===== src/rtl/pll_retune_seq.sv =====
module pll_retune_seq #(
  parameter int CFG_W     = 32,
  parameter int N_LSB     = 8,
  parameter int N_W       = 5,
  parameter int K_LSB     = 4,
  parameter int K_W       = 2,
  parameter int M_LSB     = 0,
  parameter int M_W       = 2,
  parameter int P_LSB     = 16,
  parameter int P_W       = 2,
  parameter int LOCK_BIT  = 28,
  parameter int BUS_W     = 2,
  parameter int BUS_HI    = 2,
  parameter int BUS_LO    = 1,
  parameter int LONG_DLY  = 2000,
  parameter int SHORT_DLY = 20
) (
  input  logic             clk,
  input  logic             rst_n,
  input  logic             req_valid,
  output logic             req_ready,
  input  logic [N_W-1:0]   req_n,
  input  logic [K_W-1:0]   req_k,
  input  logic [M_W-1:0]   req_m,
  input  logic [P_W-1:0]   req_p,
  input  logic             req_fast,
  input  logic             req_slow,
  input  logic [CFG_W-1:0] cfg_rdata,
  output logic             cfg_wr,
  output logic [CFG_W-1:0] cfg_wdata,
  output logic [BUS_W-1:0] bus_div,
  output logic             busy,
  output logic             done
);
  localparam int MAXD  = (LONG_DLY > SHORT_DLY) ? LONG_DLY : SHORT_DLY;
  localparam int CNT_W = $clog2(MAXD + 1);
  localparam logic [CFG_W-1:0] N_MASK = {{(CFG_W-N_W){1'b0}}, {N_W{1'b1}}} << N_LSB;
  localparam logic [CFG_W-1:0] K_MASK = {{(CFG_W-K_W){1'b0}}, {K_W{1'b1}}} << K_LSB;
  localparam logic [CFG_W-1:0] M_MASK = {{(CFG_W-M_W){1'b0}}, {M_W{1'b1}}} << M_LSB;
  localparam logic [CFG_W-1:0] P_MASK = {{(CFG_W-P_W){1'b0}}, {P_W{1'b1}}} << P_LSB;

  typedef enum logic [3:0] {
    S_IDLE, S_BUS_UP, S_P_UP, S_WAIT_P, S_M_UP, S_WAIT_M,
    S_NK, S_WAIT_NK, S_LOCK, S_P_DN, S_M_DN, S_BUS_DN
  } state_t;

  state_t            state;
  logic [CNT_W-1:0]  cnt;
  logic [N_W-1:0]    n_q;
  logic [K_W-1:0]    k_q;
  logic [M_W-1:0]    m_q;
  logic [P_W-1:0]    p_q;
  logic              fast_q, slow_q;

  wire [P_W-1:0] cur_p  = cfg_rdata[P_LSB +: P_W];
  wire [M_W-1:0] cur_m  = cfg_rdata[M_LSB +: M_W];
  wire           locked = cfg_rdata[LOCK_BIT];

  wire [CFG_W-1:0] with_p  = (cfg_rdata & ~P_MASK) | (CFG_W'(p_q) << P_LSB);
  wire [CFG_W-1:0] with_m  = (cfg_rdata & ~M_MASK) | (CFG_W'(m_q) << M_LSB);
  wire [CFG_W-1:0] with_nk = (cfg_rdata & ~(N_MASK | K_MASK))
                           | (CFG_W'(n_q) << N_LSB) | (CFG_W'(k_q) << K_LSB);

  assign req_ready = (state == S_IDLE);
  assign busy      = (state != S_IDLE);

  always_comb begin
    cfg_wr    = 1'b0;
    cfg_wdata = cfg_rdata;
    case (state)
      S_P_UP: if (p_q > cur_p) begin cfg_wr = 1'b1; cfg_wdata = with_p; end
      S_M_UP: if (m_q > cur_m) begin cfg_wr = 1'b1; cfg_wdata = with_m; end
      S_NK:   begin cfg_wr = 1'b1; cfg_wdata = with_nk; end
      S_P_DN: if (p_q < cur_p) begin cfg_wr = 1'b1; cfg_wdata = with_p; end
      S_M_DN: if (m_q < cur_m) begin cfg_wr = 1'b1; cfg_wdata = with_m; end
      default: ;
    endcase
  end

  always_ff @(posedge clk or negedge rst_n) begin
    if (!rst_n) begin
      state   <= S_IDLE;
      cnt     <= '0;
      n_q     <= '0;
      k_q     <= '0;
      m_q     <= '0;
      p_q     <= '0;
      fast_q  <= 1'b0;
      slow_q  <= 1'b0;
      bus_div <= BUS_W'(BUS_HI);
      done    <= 1'b0;
    end else begin
      done <= (state == S_BUS_DN);
      case (state)
        S_IDLE: if (req_valid) begin
          n_q    <= req_n;
          k_q    <= req_k;
          m_q    <= req_m;
          p_q    <= req_p;
          fast_q <= req_fast;
          slow_q <= req_slow;
          state  <= S_BUS_UP;
        end
        S_BUS_UP: begin
          if (fast_q && bus_div < BUS_W'(BUS_HI)) bus_div <= BUS_W'(BUS_HI);
          state <= S_P_UP;
        end
        S_P_UP: begin
          cnt   <= CNT_W'(LONG_DLY - 1);
          state <= (p_q > cur_p) ? S_WAIT_P : S_M_UP;
        end
        S_WAIT_P: begin
          cnt <= cnt - 1'b1;
          if (cnt == '0) state <= S_M_UP;
        end
        S_M_UP: begin
          cnt   <= CNT_W'(LONG_DLY - 1);
          state <= (m_q > cur_m) ? S_WAIT_M : S_NK;
        end
        S_WAIT_M: begin
          cnt <= cnt - 1'b1;
          if (cnt == '0) state <= S_NK;
        end
        S_NK: begin
          cnt   <= CNT_W'(SHORT_DLY - 1);
          state <= S_WAIT_NK;
        end
        S_WAIT_NK: begin
          cnt <= cnt - 1'b1;
          if (cnt == '0) state <= S_LOCK;
        end
        S_LOCK: if (locked) state <= S_P_DN;
        S_P_DN: state <= S_M_DN;
        S_M_DN: state <= S_BUS_DN;
        S_BUS_DN: begin
          if (slow_q && bus_div > BUS_W'(BUS_LO)) bus_div <= BUS_W'(BUS_LO);
          state <= S_IDLE;
        end
        default: state <= S_IDLE;
      endcase
    end
  end
endmodule



===== config.mk =====
export PLATFORM = sky130hd
export DESIGN_NAME = pll_retune_seq
export DESIGN_NICKNAME = d
export VERILOG_FILES = /design/src/rtl/pll_retune_seq.sv
export SDC_FILE = /design/constraint.sdc
export NUM_CORES = 1
export LEC_CHECK = 0
export BUFFER_PORTS_ARGS = -buffer_cell sky130_fd_sc_hd__buf_4
export CAP_MARGIN = 20
export CORE_UTILIZATION = 40
export DETAILED_ROUTE_END_ITERATION = 8
export PLACE_DENSITY = 0.69
export SYNTH_ARGS = -nofsm -noshare
export SYNTH_HDL_FRONTEND = slang
export SYNTH_SLANG_ARGS = --single-unit

===== constraint.sdc =====
create_clock -name clk -period 5 [get_ports clk]
set_input_delay 0 -clock clk [delete_from_list [all_inputs] [get_ports clk]]
set_output_delay 0 -clock clk [all_outputs]
set_load 0.05 [all_outputs]

== Word level (Yosys, flattened, before mapping) ==
Cells that the tools add are included.
Widths: inputs -> output; s select.
Cells by class
  add/sub/neg operators: 1
  order comparisons: 6
  equality and inequality tests: 18
  bitwise logic cells: 4
  muxes and demuxes: 22
  reductions and logical operators: 12
Operators by type and width (count)
  $pmux 32 s5: 1
  $mux 32: 4
  $pmux 4 s11: 1
  $pmux 11 s3: 1
  $or 32x13->32: 1
  $or 32x18->32: 1
  $or 32x2->32: 1
  $or 32x6->32: 1
  $mux 4: 5
  $eq 4x3->1 const B: 4
  $eq 4x4->1 const B: 4
  $ne 2x2->1 const B: 6
  $logic_not 11->1: 1
  $sub 11x1->11 const B: 1
  $eq 4x2->1 const B: 2
  $mux 2: 3
  $pmux 1 s5: 1
  $reduce_and 5->1: 1
  $eq 4x1->1 const B: 1
  $gt 2x2->1: 2
  $logic_not 4->1: 1
  $lt 2x2->1: 2
  $mux 1: 4
  $pmux 2 s2: 1
  other kinds (12): 13
Storage, ports and cells
  output and inout bits: 38
  register bits after elaboration: 31
  word-level logic and storage cells: 73
  bits of input ports: 48

== Logic depth before layout (Yosys ltp) ==
  word-level depth: 4
  mapped depth: 7
  mapped depth without buffers: 6

== Least setup slack after synthesis ==
No wires, ideal clock.
  path kind: register to register
  start: register state[2]
  end: register fast_q
  arrival: 2427 ps
  setup slack: 2445 ps
  setup time: 128 ps
  cell stages (with the launch flop): 6
  cell sequence: dfrtp_1 > clkbuf_1 > nor4_2 > nand2_1 > buf_2 > mux2_1
On the way
  longest elaborated chain between the ends: 2
RTL lines
  start: declaration: RTL line 47  | state_t state;
  start signal: assignment: RTL line 110  | state <= (p_q > cur_p) ? S_WAIT_P : S_M_UP;
  start signal: assignment: RTL line 118  | state <= (m_q > cur_m) ? S_WAIT_M : S_NK;
  $logic_not 4->1
  named net req_ready: RTL line 21  | output logic req_ready,
  $reduce_and 2->1 (no line)
  end signal: assignment: RTL line 100  | fast_q <= req_fast;
  end: declaration: RTL line 53  | logic fast_q, slow_q;
The timed path passes the listed nets, and every way through them passes these cells.
A chain may end at the register's enable or synchronous reset.

== Worst setup path after layout ==
  start: register state[0]
  end: output port cfg_wdata[16]
On the way
  longest elaborated chain between the ends: 2
  elaborated cells on any way between the ends: 6
RTL lines
  $eq 4x4->1, or another cell as far along: RTL line 70  | case (state)
  $pmux 32 s5 (*): RTL line 70
  end: declaration: RTL line 30  | output logic [CFG_W-1:0] cfg_wdata,
Every way passes the cells marked *; elsewhere a longest branch is shown, timed or not.

==> results.py <==
metrics = {
    "power": {
        "powerDensity_nw_per_um2": 622,
        "ir_drop_v": 0.000338,
        "power_leakage_uw": 0.00121,
    },
    "drt": {
        "ant_nets": 0,
        "dr_total_vias": 1770,
        "drt-initial-drc-count": 94,
        "wire_per_inst_um": 13.3,
        "avgViaCountPerCell": 5.18,
        "dr.pass1.iters": 4,
        "drc": 0,
        "routed_wl_um": 4540,
    },
    "synth": {
        "syn_nets": 299,
        "ys_ff_latch": 31,
        "async_flop_share": 1.00,
        "yosysWarnings": 0,
        "syn_area_per_cell_sq_um": 8.59,
        "synth_top_area_share": 0.363,
        "synth_edf_count": 0,
        "netlist_area_sq_um": 2070,
        "synth_flop_cell": "dfrtp_1",
        "synthTopCellsByCount": "nand2_1 (35), clkbuf_1 (32), dfrtp_1 (30)",
        "synth.area.mux_share": 0.112,
        "yosysMostFrequentCell": "nand2_1",
        "synth_top_family_by_area": "simple AND/OR/NAND/NOR gates",
        "synth_compound_area_frac": 0.155,
        "synth-simple-area-share": 0.213,
        "synth_fa_ha_area_frac": 0.0604,
        "synth_top_area_cell": "dfrtp_1",
        "synth_area_leaders": "dfrtp_1 (36%), mux2_1 (9.2%), nand2_1 (6.3%)",
        "ys_types": 44,
        "synthCells": 241,
        "synth-xor-area-share": 0,
        "seq_area_frac_synth": 0.375,
    },
    "floorplanning": {
        "rows": 25,
        "fp.coreArea_sq_um": 4850,
        "die_width_um": 74.0,
        "die_y_um": 74.0,
        "io_pins": 86,
        "initial_core_util": 0.427,
        "die_area_sq_um": 5470,
    },
    "worst_setup_path": {
        "cp_top_family": "flip-flops",
        "crit_path_end_kind": "output pin",
        "path_cells": "and3b_1 -> o211ai_1 -> a21oi_1 -> mux2_1 -> buf_4",
        "cp.buffers_inverters": 1,
        "cp_slowest_stage_delay_ns": 0.95,
        "r2r_setup_slack_ns": 2.77,
        "worstPathMaxFanout": 28,
        "cp_slowest_cell": "dfrtp_1",
        "critPathLaunchType": "flip-flop",
        "cp.required_ns": 5.00,
        "arrival_ns": 2.41,
        "critPathKind": "flip-flop to output pin",
    },
    "placement": {
        "placed_area_sq_um": 2370,
        "io_buffer_count": 45,
        "detailed_place_hpwl_um": 3100,
        "dp.cells": 320,
        "gp_congestion": 0.778,
    },
    "clock_network": {
        "worstSkewPairLatency_ns": 0.28,
        "cts_buffers": 5,
        "cts_tree": "built",
        "cts-hold-fix-buffers": 14,
        "clock-sinks": 31,
        "post_cts_resize_count": 0,
        "htreeDepth": 2,
        "clkSlewWorstSetupHoldPaths_ns": 0.07,
        "post_cts_buffers": 0,
        "cts-root-buf": "clkbuf_8",
        "clockBufferDepth": 2,
    },
    "sta": {
        "period_share": 0.481,
        "finalMaxSlewViolations": 0,
        "setup-violations-final": 0,
        "hold_viol": 0,
        "worst_pin_slew_ns": 0.923,
        "fin_skew_ns": 0.00512,
        "slew_headroom": 0.385,
        "period_needed_ns": 2.41,
        "rsz0062_at_grt": "false",
        "tns_ns": 0,
        "timing.fmax_ghz": 0.416,
    },
    "cells_and_area": {
        "diodes": 0,
        "fill_cells": 447,
        "drive_gt1_frac": 0.215,
        "area_growth_pct": 25.6,
        "stdcell_area_sq_um": 2600,
        "final_cell_count_no_fill": 342,
        "nets": 332,
    },
    "global_routing": {
        "grt.busiest_layer": "met2",
        "grt_max_degree": 32,
        "grt_antenna_before_repair": 0,
        "grt_pass1_wl_um": 7420,
        "grt-ovfl-total": 0,
        "use_met2": 0.292,
        "use_met3": 0.0434,
        "grt_pass1_vias": 1633,
        "grt_util_all_layers": 0.174,
        "use_met1": 0.226,
    },
    "job": {
        "cap_violations": 0,
    },
    "hold_path": {
        "hold_path.class": "input port to output pin",
    },
    "outcome": {
        "run_status": "finished, final reports clean",
    },
}
[cells by family after synthesis]
logic type,after synthesis
DFF,31
adders and majority gates,10
buffers and inverters,46
muxes,21
AOI/OAI and AO/OA,49
and+or+nand+nor,84
[final timing paths]
| kind | from | endpoint | cells after the start |
|---|---|---|---|
| min in group asynchronous | rst_n | cnt[10] | 2 |
| hold / removal | cfg_rdata[14] | cfg_wdata[14] | 0 |
| hold reg to reg | fast_q | fast_q | 1 |
| max in group asynchronous | rst_n | bus_div[1] | 2 |
| setup / recovery | state[0] | cfg_wdata[16] | 5 |
| setup reg to reg | state[0] | state[1] | 4 |
[where the power goes]
part	total, uW	switching [uW]	internal (uW)
registers	570	191	379
logic	844	497	347
clock network	203	92.5	111
total	1620	781	836
[metal layers]
metal  part of all wire  wire length, um  up-vias
met5                  0                0        -
met3              0.052              236        4
met2               0.46             2100       48
met1               0.48             2170      835
li1                   -                -      883
met4             0.0071               32        0
[flip-flops by register name, indices dropped and copies added (netlist names)]
register and flops:
n_q 5, cnt 11, state 4, k_q 2, p_q 2, bus_div 2, fast_q 1, slow_q 1
done 1, m_q 2
[placed cells by master, fill, tap and decap left out, drive strengths merged, types with 2 or more instances in the layout]
cell type    Yosys  routed
dlygate4sd3      0      14
mux2i            4       4
o21bai           3       3
o21ai           16      16
nor2b            2       2
nand2b           4       4
clkbuf          32       7
a21o             2       2
nand2           35      35
dfrtp           30      30
ha              10      10
nand3            6       6
o31ai            2       2
nor3b            4       4
or3b             2       2
nor3             4       4
and3b            2       2
nor4             4       4
buf              2      46
a21oi           11      11
mux2            17      17
o211ai           2       2
nand3b           2       2
inv             12      12
or4              2       2
a31oi            4       4
or3              5       5
nor2            10      10
[cell type report]
cell class	instances	area [sq um]	area share
well taps	67	83.8	0.0322
inverters	12	45.0	0.0173
repair buffers	60	485	0.187
clock buffers	7	86.3	0.0332
multi-input cells	164	1120	0.430
clock inverters	1	5.00	0.00192
flip-flops and latches	31	777	0.299
[through the flow]
stage                     utilization  total power (uW)  setup slack, ns  hold slack (ns)
after floorplan                     -              1230             2.45           -0.296
after global placement          0.487              1380             2.69          -0.0386
after detailed placement        0.489              1410             2.76          -0.0328
after CTS                       0.537              1630             2.59         0.000341
after global routing            0.537              1750             2.42         0.000119
final                           0.537              1620             2.59        0.0000161
Note: power is estimated with default switching activity, not from simulation.
